===== src/rtl/pll_search_pkg.sv =====
package pll_search_pkg;

  typedef enum logic [2:0] {
    ST_IDLE,
    ST_MUL,
    ST_DIV1,
    ST_LAUNCH2,
    ST_DIV2,
    ST_ADV
  } srch_state_e;

  // absolute distance between two unsigned values
  function automatic logic [63:0] abs_gap(input logic [63:0] a, input logic [63:0] b);
    return (a >= b) ? (a - b) : (b - a);
  endfunction

  // inclusive window test used for the VCO pruning
  function automatic logic in_window(input logic [63:0] v, input logic [63:0] lo,
                                     input logic [63:0] hi);
    return (v >= lo) && (v <= hi);
  endfunction

endpackage


===== src/rtl/ps_divider.sv =====
module ps_divider #(
  parameter int unsigned DW   = 40,
  parameter int unsigned STEP = 4
) (
  input  logic          clk,
  input  logic          rst_n,
  input  logic          go,
  input  logic [DW-1:0] dividend,
  input  logic [DW-1:0] divisor,
  output logic          fin,
  output logic [DW-1:0] quot
);
  localparam int unsigned ROUNDS = DW / STEP;
  localparam int unsigned CNT_W  = $clog2(ROUNDS + 1);

  logic [DW:0]      rem_q, rem_n;
  logic [DW-1:0]    quo_q, quo_n;
  logic [DW-1:0]    dvs_q;
  logic [CNT_W-1:0] cnt_q;
  logic             fin_q;

  // several restoring steps per clock
  always_comb begin
    rem_n = rem_q;
    quo_n = quo_q;
    for (int k = 0; k < STEP; k++) begin
      rem_n = {rem_n[DW-1:0], quo_n[DW-1]};
      quo_n = {quo_n[DW-2:0], 1'b0};
      if (rem_n >= {1'b0, dvs_q}) begin
        rem_n    = rem_n - {1'b0, dvs_q};
        quo_n[0] = 1'b1;
      end
    end
  end

  always_ff @(posedge clk or negedge rst_n) begin
    if (!rst_n) begin
      rem_q <= '0;
      quo_q <= '0;
      dvs_q <= '0;
      cnt_q <= '0;
      fin_q <= 1'b0;
    end else if (go) begin
      rem_q <= '0;
      quo_q <= dividend;
      dvs_q <= divisor;
      cnt_q <= CNT_W'(ROUNDS);
      fin_q <= 1'b0;
    end else if (cnt_q != '0) begin
      rem_q <= rem_n;
      quo_q <= quo_n;
      cnt_q <= cnt_q - CNT_W'(1);
      fin_q <= (cnt_q == CNT_W'(1));
    end else begin
      fin_q <= 1'b0;
    end
  end

  assign fin  = fin_q;
  assign quot = quo_q;
endmodule


===== src/rtl/ps_index_walker.sv =====
module ps_index_walker #(
  parameter int unsigned M_W    = 2,
  parameter int unsigned N_W    = 7,
  parameter int unsigned FD_W   = 5,
  parameter int unsigned M_LAST = 3,
  parameter int unsigned N_HI   = 119,
  parameter int unsigned N_LO   = 39,
  parameter int unsigned FD_LO  = 1,
  parameter int unsigned FD_HI  = 31
) (
  input  logic            clk,
  input  logic            rst_n,
  input  logic            load,
  input  logic            fd_init,
  input  logic            fd_step,
  input  logic            mn_step,
  output logic [M_W-1:0]  m,
  output logic [N_W-1:0]  n,
  output logic [FD_W-1:0] fd,
  output logic            m_last,
  output logic            n_last,
  output logic            fd_last
);
  logic [M_W-1:0]  m_q;
  logic [N_W-1:0]  n_q;
  logic [FD_W-1:0] fd_q;

  always_ff @(posedge clk or negedge rst_n) begin
    if (!rst_n) begin
      m_q  <= '0;
      n_q  <= '0;
      fd_q <= '0;
    end else begin
      if (load) begin
        m_q <= '0;
        n_q <= N_W'(N_HI);
      end else if (mn_step) begin
        if (n_last) begin
          n_q <= N_W'(N_HI);
          m_q <= m_q + M_W'(1);
        end else begin
          n_q <= n_q - N_W'(1);
        end
      end
      if (fd_init)      fd_q <= FD_W'(FD_LO);
      else if (fd_step) fd_q <= fd_q + FD_W'(1);
    end
  end

  assign m       = m_q;
  assign n       = n_q;
  assign fd      = fd_q;
  assign m_last  = (m_q == M_W'(M_LAST));
  assign n_last  = (n_q == N_W'(N_LO));
  assign fd_last = (fd_q == FD_W'(FD_HI));
endmodule


===== src/rtl/ps_best_keeper.sv =====
module ps_best_keeper #(
  parameter int unsigned M_W    = 2,
  parameter int unsigned N_W    = 7,
  parameter int unsigned FD_W   = 5,
  parameter int unsigned FREQ_W = 32
) (
  input  logic              clk,
  input  logic              rst_n,
  input  logic              clear,
  input  logic              offer,
  input  logic [M_W-1:0]    c_m,
  input  logic [N_W-1:0]    c_n,
  input  logic [FD_W-1:0]   c_fd,
  input  logic [FREQ_W-1:0] c_out,
  input  logic [FREQ_W-1:0] c_err,
  output logic              accept,
  output logic              have,
  output logic [M_W-1:0]    b_m,
  output logic [N_W-1:0]    b_n,
  output logic [FD_W-1:0]   b_fd,
  output logic [FREQ_W-1:0] b_out,
  output logic [FREQ_W-1:0] b_err
);
  // strictly smaller error only: earlier candidates win ties
  assign accept = offer && (!have || (c_err < b_err));

  always_ff @(posedge clk or negedge rst_n) begin
    if (!rst_n) begin
      have  <= 1'b0;
      b_m   <= '0;
      b_n   <= '0;
      b_fd  <= '0;
      b_out <= '0;
      b_err <= '0;
    end else if (clear) begin
      have  <= 1'b0;
      b_m   <= '0;
      b_n   <= '0;
      b_fd  <= '0;
      b_out <= '0;
      b_err <= '0;
    end else if (accept) begin
      have  <= 1'b1;
      b_m   <= c_m;
      b_n   <= c_n;
      b_fd  <= c_fd;
      b_out <= c_out;
      b_err <= c_err;
    end
  end
endmodule


===== src/rtl/pll_div_search.sv =====
module pll_div_search
  import pll_search_pkg::*;
#(
  parameter int unsigned FREQ_W    = 32,
  parameter int unsigned M_W       = 2,
  parameter int unsigned N_W       = 7,
  parameter int unsigned FD_W      = 5,
  parameter int unsigned M_LAST    = 3,
  parameter int unsigned N_HI      = 119,
  parameter int unsigned N_LO      = 39,
  parameter int unsigned FD_LO     = 1,
  parameter int unsigned FD_HI     = 31,
  parameter int unsigned VCO_MIN   = 1000,
  parameter int unsigned VCO_MAX   = 2048000000,
  parameter int unsigned OUT_LIMIT = 400000000,
  parameter int unsigned STEP      = 4
) (
  input  logic              clk,
  input  logic              rst_n,
  input  logic              start,
  input  logic [FREQ_W-1:0] ref_hz,
  input  logic [FREQ_W-1:0] target_hz,
  output logic              busy,
  output logic              done,
  output logic              found,
  output logic [M_W-1:0]    m_sel,
  output logic [N_W-1:0]    n_sel,
  output logic [FD_W-1:0]   fd_sel,
  output logic [FREQ_W-1:0] out_hz,
  output logic [FREQ_W-1:0] err_hz
);
  localparam int unsigned PROD_W = FREQ_W + N_W;
  localparam int unsigned DIV_W  = ((PROD_W + STEP - 1) / STEP) * STEP;

  srch_state_e       state_q;
  logic [FREQ_W-1:0] ref_q, tgt_q, fout_q;
  logic              busy_q, done_q;

  logic [M_W-1:0]    w_m;
  logic [N_W-1:0]    w_n;
  logic [FD_W-1:0]   w_fd;
  logic              w_m_last, w_n_last, w_fd_last;

  logic              div_go, div_fin;
  logic [DIV_W-1:0]  div_dvd, div_dvs, div_q;

  // named internal events, also observed by the checker
  logic              launch_w, vco_ok_w, cand_ok_w, offer_w, hit_zero_w;
  logic              accept_w, finish_w, walk_end_w;
  logic [FREQ_W-1:0] cand_err_w;
  logic [N_W:0]      n_plus;

  assign n_plus   = {1'b0, w_n} + (N_W + 1)'(1);
  assign launch_w = (state_q == ST_IDLE) && start;
  assign div_go   = (state_q == ST_MUL) || (state_q == ST_LAUNCH2);
  assign div_dvd  = (state_q == ST_MUL) ? (DIV_W'(ref_q) * DIV_W'(n_plus)) : DIV_W'(fout_q);
  assign div_dvs  = (state_q == ST_MUL) ? (DIV_W'(w_m) + DIV_W'(1)) : (DIV_W'(w_fd) + DIV_W'(1));

  assign vco_ok_w   = in_window(64'(div_q), 64'(VCO_MIN), 64'(VCO_MAX));
  assign cand_ok_w  = 64'(div_q) < 64'(OUT_LIMIT);
  assign cand_err_w = FREQ_W'(abs_gap(64'(div_q), 64'(tgt_q)));
  assign offer_w    = (state_q == ST_DIV2) && div_fin && cand_ok_w;
  assign hit_zero_w = offer_w && (cand_err_w == '0);
  assign walk_end_w = w_m_last && w_n_last;
  assign finish_w   = ((state_q == ST_DIV2) && hit_zero_w) ||
                      ((state_q == ST_ADV) && walk_end_w);

  ps_divider #(.DW(DIV_W), .STEP(STEP)) u_div (
    .clk      (clk),
    .rst_n    (rst_n),
    .go       (div_go),
    .dividend (div_dvd),
    .divisor  (div_dvs),
    .fin      (div_fin),
    .quot     (div_q)
  );

  ps_index_walker #(
    .M_W(M_W), .N_W(N_W), .FD_W(FD_W), .M_LAST(M_LAST),
    .N_HI(N_HI), .N_LO(N_LO), .FD_LO(FD_LO), .FD_HI(FD_HI)
  ) u_walk (
    .clk     (clk),
    .rst_n   (rst_n),
    .load    (launch_w),
    .fd_init ((state_q == ST_DIV1) && div_fin && vco_ok_w),
    .fd_step ((state_q == ST_DIV2) && div_fin && !hit_zero_w && !w_fd_last),
    .mn_step ((state_q == ST_ADV) && !walk_end_w),
    .m       (w_m),
    .n       (w_n),
    .fd      (w_fd),
    .m_last  (w_m_last),
    .n_last  (w_n_last),
    .fd_last (w_fd_last)
  );

  ps_best_keeper #(.M_W(M_W), .N_W(N_W), .FD_W(FD_W), .FREQ_W(FREQ_W)) u_best (
    .clk    (clk),
    .rst_n  (rst_n),
    .clear  (launch_w),
    .offer  (offer_w),
    .c_m    (w_m),
    .c_n    (w_n),
    .c_fd   (w_fd),
    .c_out  (FREQ_W'(div_q)),
    .c_err  (cand_err_w),
    .accept (accept_w),
    .have   (found),
    .b_m    (m_sel),
    .b_n    (n_sel),
    .b_fd   (fd_sel),
    .b_out  (out_hz),
    .b_err  (err_hz)
  );

  always_ff @(posedge clk or negedge rst_n) begin
    if (!rst_n) begin
      state_q <= ST_IDLE;
      ref_q   <= '0;
      tgt_q   <= '0;
      fout_q  <= '0;
      busy_q  <= 1'b0;
      done_q  <= 1'b0;
    end else begin
      if (finish_w) begin
        busy_q <= 1'b0;
        done_q <= 1'b1;
      end
      unique case (state_q)
        ST_IDLE: if (start) begin
          ref_q   <= ref_hz;
          tgt_q   <= target_hz;
          busy_q  <= 1'b1;
          done_q  <= 1'b0;
          state_q <= ST_MUL;
        end
        ST_MUL:  state_q <= ST_DIV1;
        ST_DIV1: if (div_fin) begin
          fout_q  <= FREQ_W'(div_q);
          state_q <= vco_ok_w ? ST_LAUNCH2 : ST_ADV;
        end
        ST_LAUNCH2: state_q <= ST_DIV2;
        ST_DIV2: if (div_fin) begin
          if (hit_zero_w)     state_q <= ST_IDLE;
          else if (w_fd_last) state_q <= ST_ADV;
          else                state_q <= ST_LAUNCH2;
        end
        ST_ADV:  state_q <= walk_end_w ? ST_IDLE : ST_MUL;
        default: state_q <= ST_IDLE;
      endcase
    end
  end

  assign busy = busy_q;
  assign done = done_q;
endmodule


===== config.mk =====
export PLATFORM = sky130hd
export DESIGN_NAME = pll_div_search
export DESIGN_NICKNAME = d
export VERILOG_FILES = /design/src/rtl/pll_search_pkg.sv /design/src/rtl/ps_divider.sv /design/src/rtl/ps_index_walker.sv /design/src/rtl/ps_best_keeper.sv /design/src/rtl/pll_div_search.sv
export SDC_FILE = /design/constraint.sdc
export NUM_CORES = 2
export LEC_CHECK = 0
export BUFFER_PORTS_ARGS = -buffer_cell sky130_fd_sc_hd__buf_4
export CAP_MARGIN = 5
export CORE_ASPECT_RATIO = 1.2
export CORE_MARGIN = 3
export CORE_UTILIZATION = 40
export CTS_CLUSTER_SIZE = 30
export DETAILED_ROUTE_END_ITERATION = 16
export SETUP_SLACK_MARGIN = 0.05
export SLEW_MARGIN = 40
export SYNTH_ARGS = -nofsm -noshare
export SYNTH_HDL_FRONTEND = slang
export SYNTH_HIERARCHICAL = 1
export SYNTH_SLANG_ARGS = --single-unit
export TNS_END_PERCENT = 20

===== constraint.sdc =====
create_clock -name clk -period 25.4 [get_ports clk]
set_input_delay 0 -clock clk [delete_from_list [all_inputs] [get_ports clk]]
set_output_delay 0 -clock clk [all_outputs]
set_load 0.02 [all_outputs]

==> results.json <==
{
  "layout-drive-gt1-share_pct": 8.604,
  "cpPeakStageDelay_ns": 0.60,
  "viasPerCell": 5.663,
  "maxCapViolCount": 0,
  "clk_pin_slew_ns": 0.07,
  "critPathCapture": "u_div/rem_q[25]",
  "grt_antenna_before_repair": 0,
  "yosysMostFrequentCell": "nand2_1",
  "final_nets": 5349,
  "routed_wl_um": 122400,
  "hp-class": "in2reg",
  "ys_warn_count": 6,
  "grt_pass1_wl_um": 191300,
  "h-tree-depth": 2,
  "min_period_ns": 15.67,
  "crit_fanout": 54,
  "fillCellCount": 9252,
  "regArea_um2": 7983,
  "clock_skew_ns": 0.03048,
  "r2r_cells": 52,
  "hold_viol": 0,
  "grt_max_degree": 209,
  "ys_seq_area_share_pct": 21.14,
  "synth_edf_count": 0,
  "grt_usage_pct": 24.47,
  "overflow": 0,
  "slew_violations": 0,
  "synth_common_cells": "482 x nand2_1, 439 x inv_1, 351 x o21ai_0",
  "grt_pass1_vias": 33700,
  "critPathCaptureType": "flip-flop",
  "clk_latency_ns": 0.61,
  "crit_cells": 52,
  "slew_headroom_pct": 40.89,
  "avgSynthCellArea_um2": 8.147,
  "synth_ff_type": "dfrtp_1",
  "globalplace.congestion": 0.9687,
  "cp_top_family": "compound AO/OA/AOI/OAI gates",
  "core_um2": 92960,
  "die_x_um": 286.5,
  "numCtsBuffers": 41,
  "cts_tree": "done",
  "insertedDiodeCount": 0,
  "yosysUniqueCellTypes": 96,
  "dr_total_vias": 34210,
  "min_from": "target_hz[4]",
  "clockBufferDepth": 3,
  "critical_path_class": "reg2reg",
  "critPathArrivalTime_ns": 16.16,
  "dpl.hpwl_um": 92370,
  "yosysTopAreaCell": "dfrtp_1",
  "rsz0062_at_grt": "false",
  "floorplan.rows": 122,
  "syn_area_um2": 37770,
  "tightest_slew_ns": 0.8798,
  "r2r-end": "u_div/rem_q[25]",
  "rrSetupSlack_ns": 9.73,
  "crit_slowest_cell": "buf_4",
  "cp-start-kind": "flip-flop",
  "cts_resized": 0,
  "reg2reg_from": "u_div/quot[39]",
  "drtIter0Drc": 2409,
  "finalCritPeriodShare_pct": 61.68,
  "io_pins": 148,
  "io_buffers": 147,
  "initial_core_util_pct": 40.63,
  "cp_common_cell": "a31oi_1",
  "synthTopCellsByArea": "dfrtp_1 21%, ha_1 11%, fa_1 9.9%",
  "setup_violations": 0,
  "critical_path_buf_inv_count": 7,
  "drt-pass1-iter-count": 8,
  "synth_seq_cells": 319,
  "drcViolationCount": 0,
  "ant_nets": 0,
  "synth_top_area_share_pct": 21.14,
  "dieHeight_um": 342.6,
  "run_status": "finished, final reports clean",
  "synthArstFlopShare_pct": 100.0,
  "die_area_um2": 98160,
  "crit_start": "u_div/quot[39]",
  "syn_inst": 4636,
  "root_buffer": "clkbuf_16",
  "synthToLayoutAreaGrowth_pct": 12.11,
  "setup_tns_ns": 0,
  "wl_per_cell_um": 20.27,
  "multiInputGateArea_um2": 27570,
  "worstPathRequired_ns": 25.89,
  "fmax_mhz": 63.83,
  "cts_sinks": 319
}
[layout make-up]
cell class                      count  area share, %
Tap cell                         1240          3.664
Clock inverter                     15         0.4669
Sequential cell                   319          18.85
Timing Repair Buffer              260          5.307
Multi-Input combinational cell   3709          65.10
Clock buffer                       57          2.710
Inverter                          440          3.900
[stage by stage]
| step | setup slack [ns] | utilization, % | instance area [µm²] | instances | hold slack [ns] |
|---|---|---|---|---|---|
| 6_report | 9.732 | 45.55 | 42340 | 6040 | 0.1432 |
| 5_1_grt | 8.896 | 45.55 | 42340 | 6040 | 0.1451 |
| 4_1_cts | 9.841 | 45.48 | 42280 | 6038 | 0.1056 |
| 3_5_place_dp | 9.920 | 43.28 | 40230 | 5898 | 0.02121 |
| 3_3_place_gp | 10.27 | 43.21 | 40170 | 5896 | 0.02768 |
| 2_1_floorplan | 14.33 | - | 37890 | 4669 | -0.2956 |
[sequential cells by signal (all words and copies together), names as in the netlist]
| register | count |
|---|---|
| u_walk/n | 7 |
| u_best/b_m | 2 |
| done | 1 |
| state_q | 3 |
| u_walk/fd | 5 |
| u_div/rem_q | 40 |
| u_div/cnt_q | 4 |
| u_best/b_err | 32 |
| u_best/have | 1 |
| u_div/dvs_q | 40 |
| u_div/quot | 40 |
| busy | 1 |
| ref_q | 32 |
| fout_q | 32 |
| u_div/fin | 1 |
| u_best/b_n | 7 |
| u_best/b_out | 32 |
| u_walk/m | 2 |
| tgt_q | 32 |
| u_best/b_fd | 5 |
[worst register-to-register path, delay by kind of cell, from the launching register on]
| family | cells | cell delay (ns) |
|---|---|---|
| AO/OA/AOI/OAI | 27 | 8.08 |
| AND/OR/NAND/NOR | 11 | 2.74 |
| buffers and inverters | 7 | 2.07 |
| adder cells (fa/ha/maj) | 5 | 1.63 |
| flip-flops | 1 | 0.46 |
| multiplexers | 1 | 0.44 |
| XOR/XNOR | 1 | 0.16 |
[kinds of logic after synthesis]
family	Yosys count	synth area share [%]
flip-flops	319	21.14
buffers and inverters	641	6.576
other	1	0.009929
multiplexers	244	6.781
XOR/XNOR	189	4.383
AO/OA/AOI/OAI	1141	18.91
AND/OR/NAND/NOR	1590	21.58
adder cells (fa/ha/maj)	511	20.63
[worst min path at each step]
| stage | to | slack (ns) | depth (start not counted) |
|---|---|---|---|
| after global routing | tgt_q[8] | 0.15 | 4 |
| after floorplan | busy | -0.30 | 0 |
| after global placement | tgt_q[7] | 0.03 | 1 |
| final | tgt_q[4] | 0.14 | 4 |
| after CTS | tgt_q[14] | 0.11 | 4 |
| after detailed placement | tgt_q[5] | 0.02 | 1 |
[routing by layer]
layer | up-vias | track usage, % | part of all wire [%]
li1 | 16310 | - | -
met1 | 16650 | 32.13 | 44
met2 | 990 | 41.18 | 47
met3 | 256 | 2.930 | 4.9
met4 | 0 | 9.396 | 4.0
met5 | - | 0 | 0
[placed cells by master (no fill, tap or decap), types with 16 or more instances in the layout]
master         instances
nand2_1              481
nand4_1               57
inv_1                439
or2_2                 17
dlygate4sd3_1         67
a311oi_1              16
nand2b_1             214
a21oi_1              309
clkbuf_16             42
fa_1                 186
o31ai_1               27
xnor2_1              112
o21ai_0              351
mux2i_1              149
xor2_1                72
o211ai_1              32
dfrtp_1              319
buf_4                183
a21o_1                99
nor2b_1               95
conb_1                34
a31oi_1               39
or3_1                 32
nand3_1               93
o21a_1                33
nor4_1                26
and3_1                43
o21bai_1              46
mux2_2                95
ha_1                 325
nand3b_1              18
nor2_1               237
a211oi_1              40
and2_1               141
nor3_1                63
[timing repair]
| item | in CTS | in global routing |
|---|---|---|
| hold buffers | 68 | 0 |
| setup buffers | 0 | 0 |
| endpoints found under the hold margin | 138 | 0 |
Power is left out: the tool's default activity adds up to more than one toggle a clock period on the data nets, which glitch-free logic cannot reach.
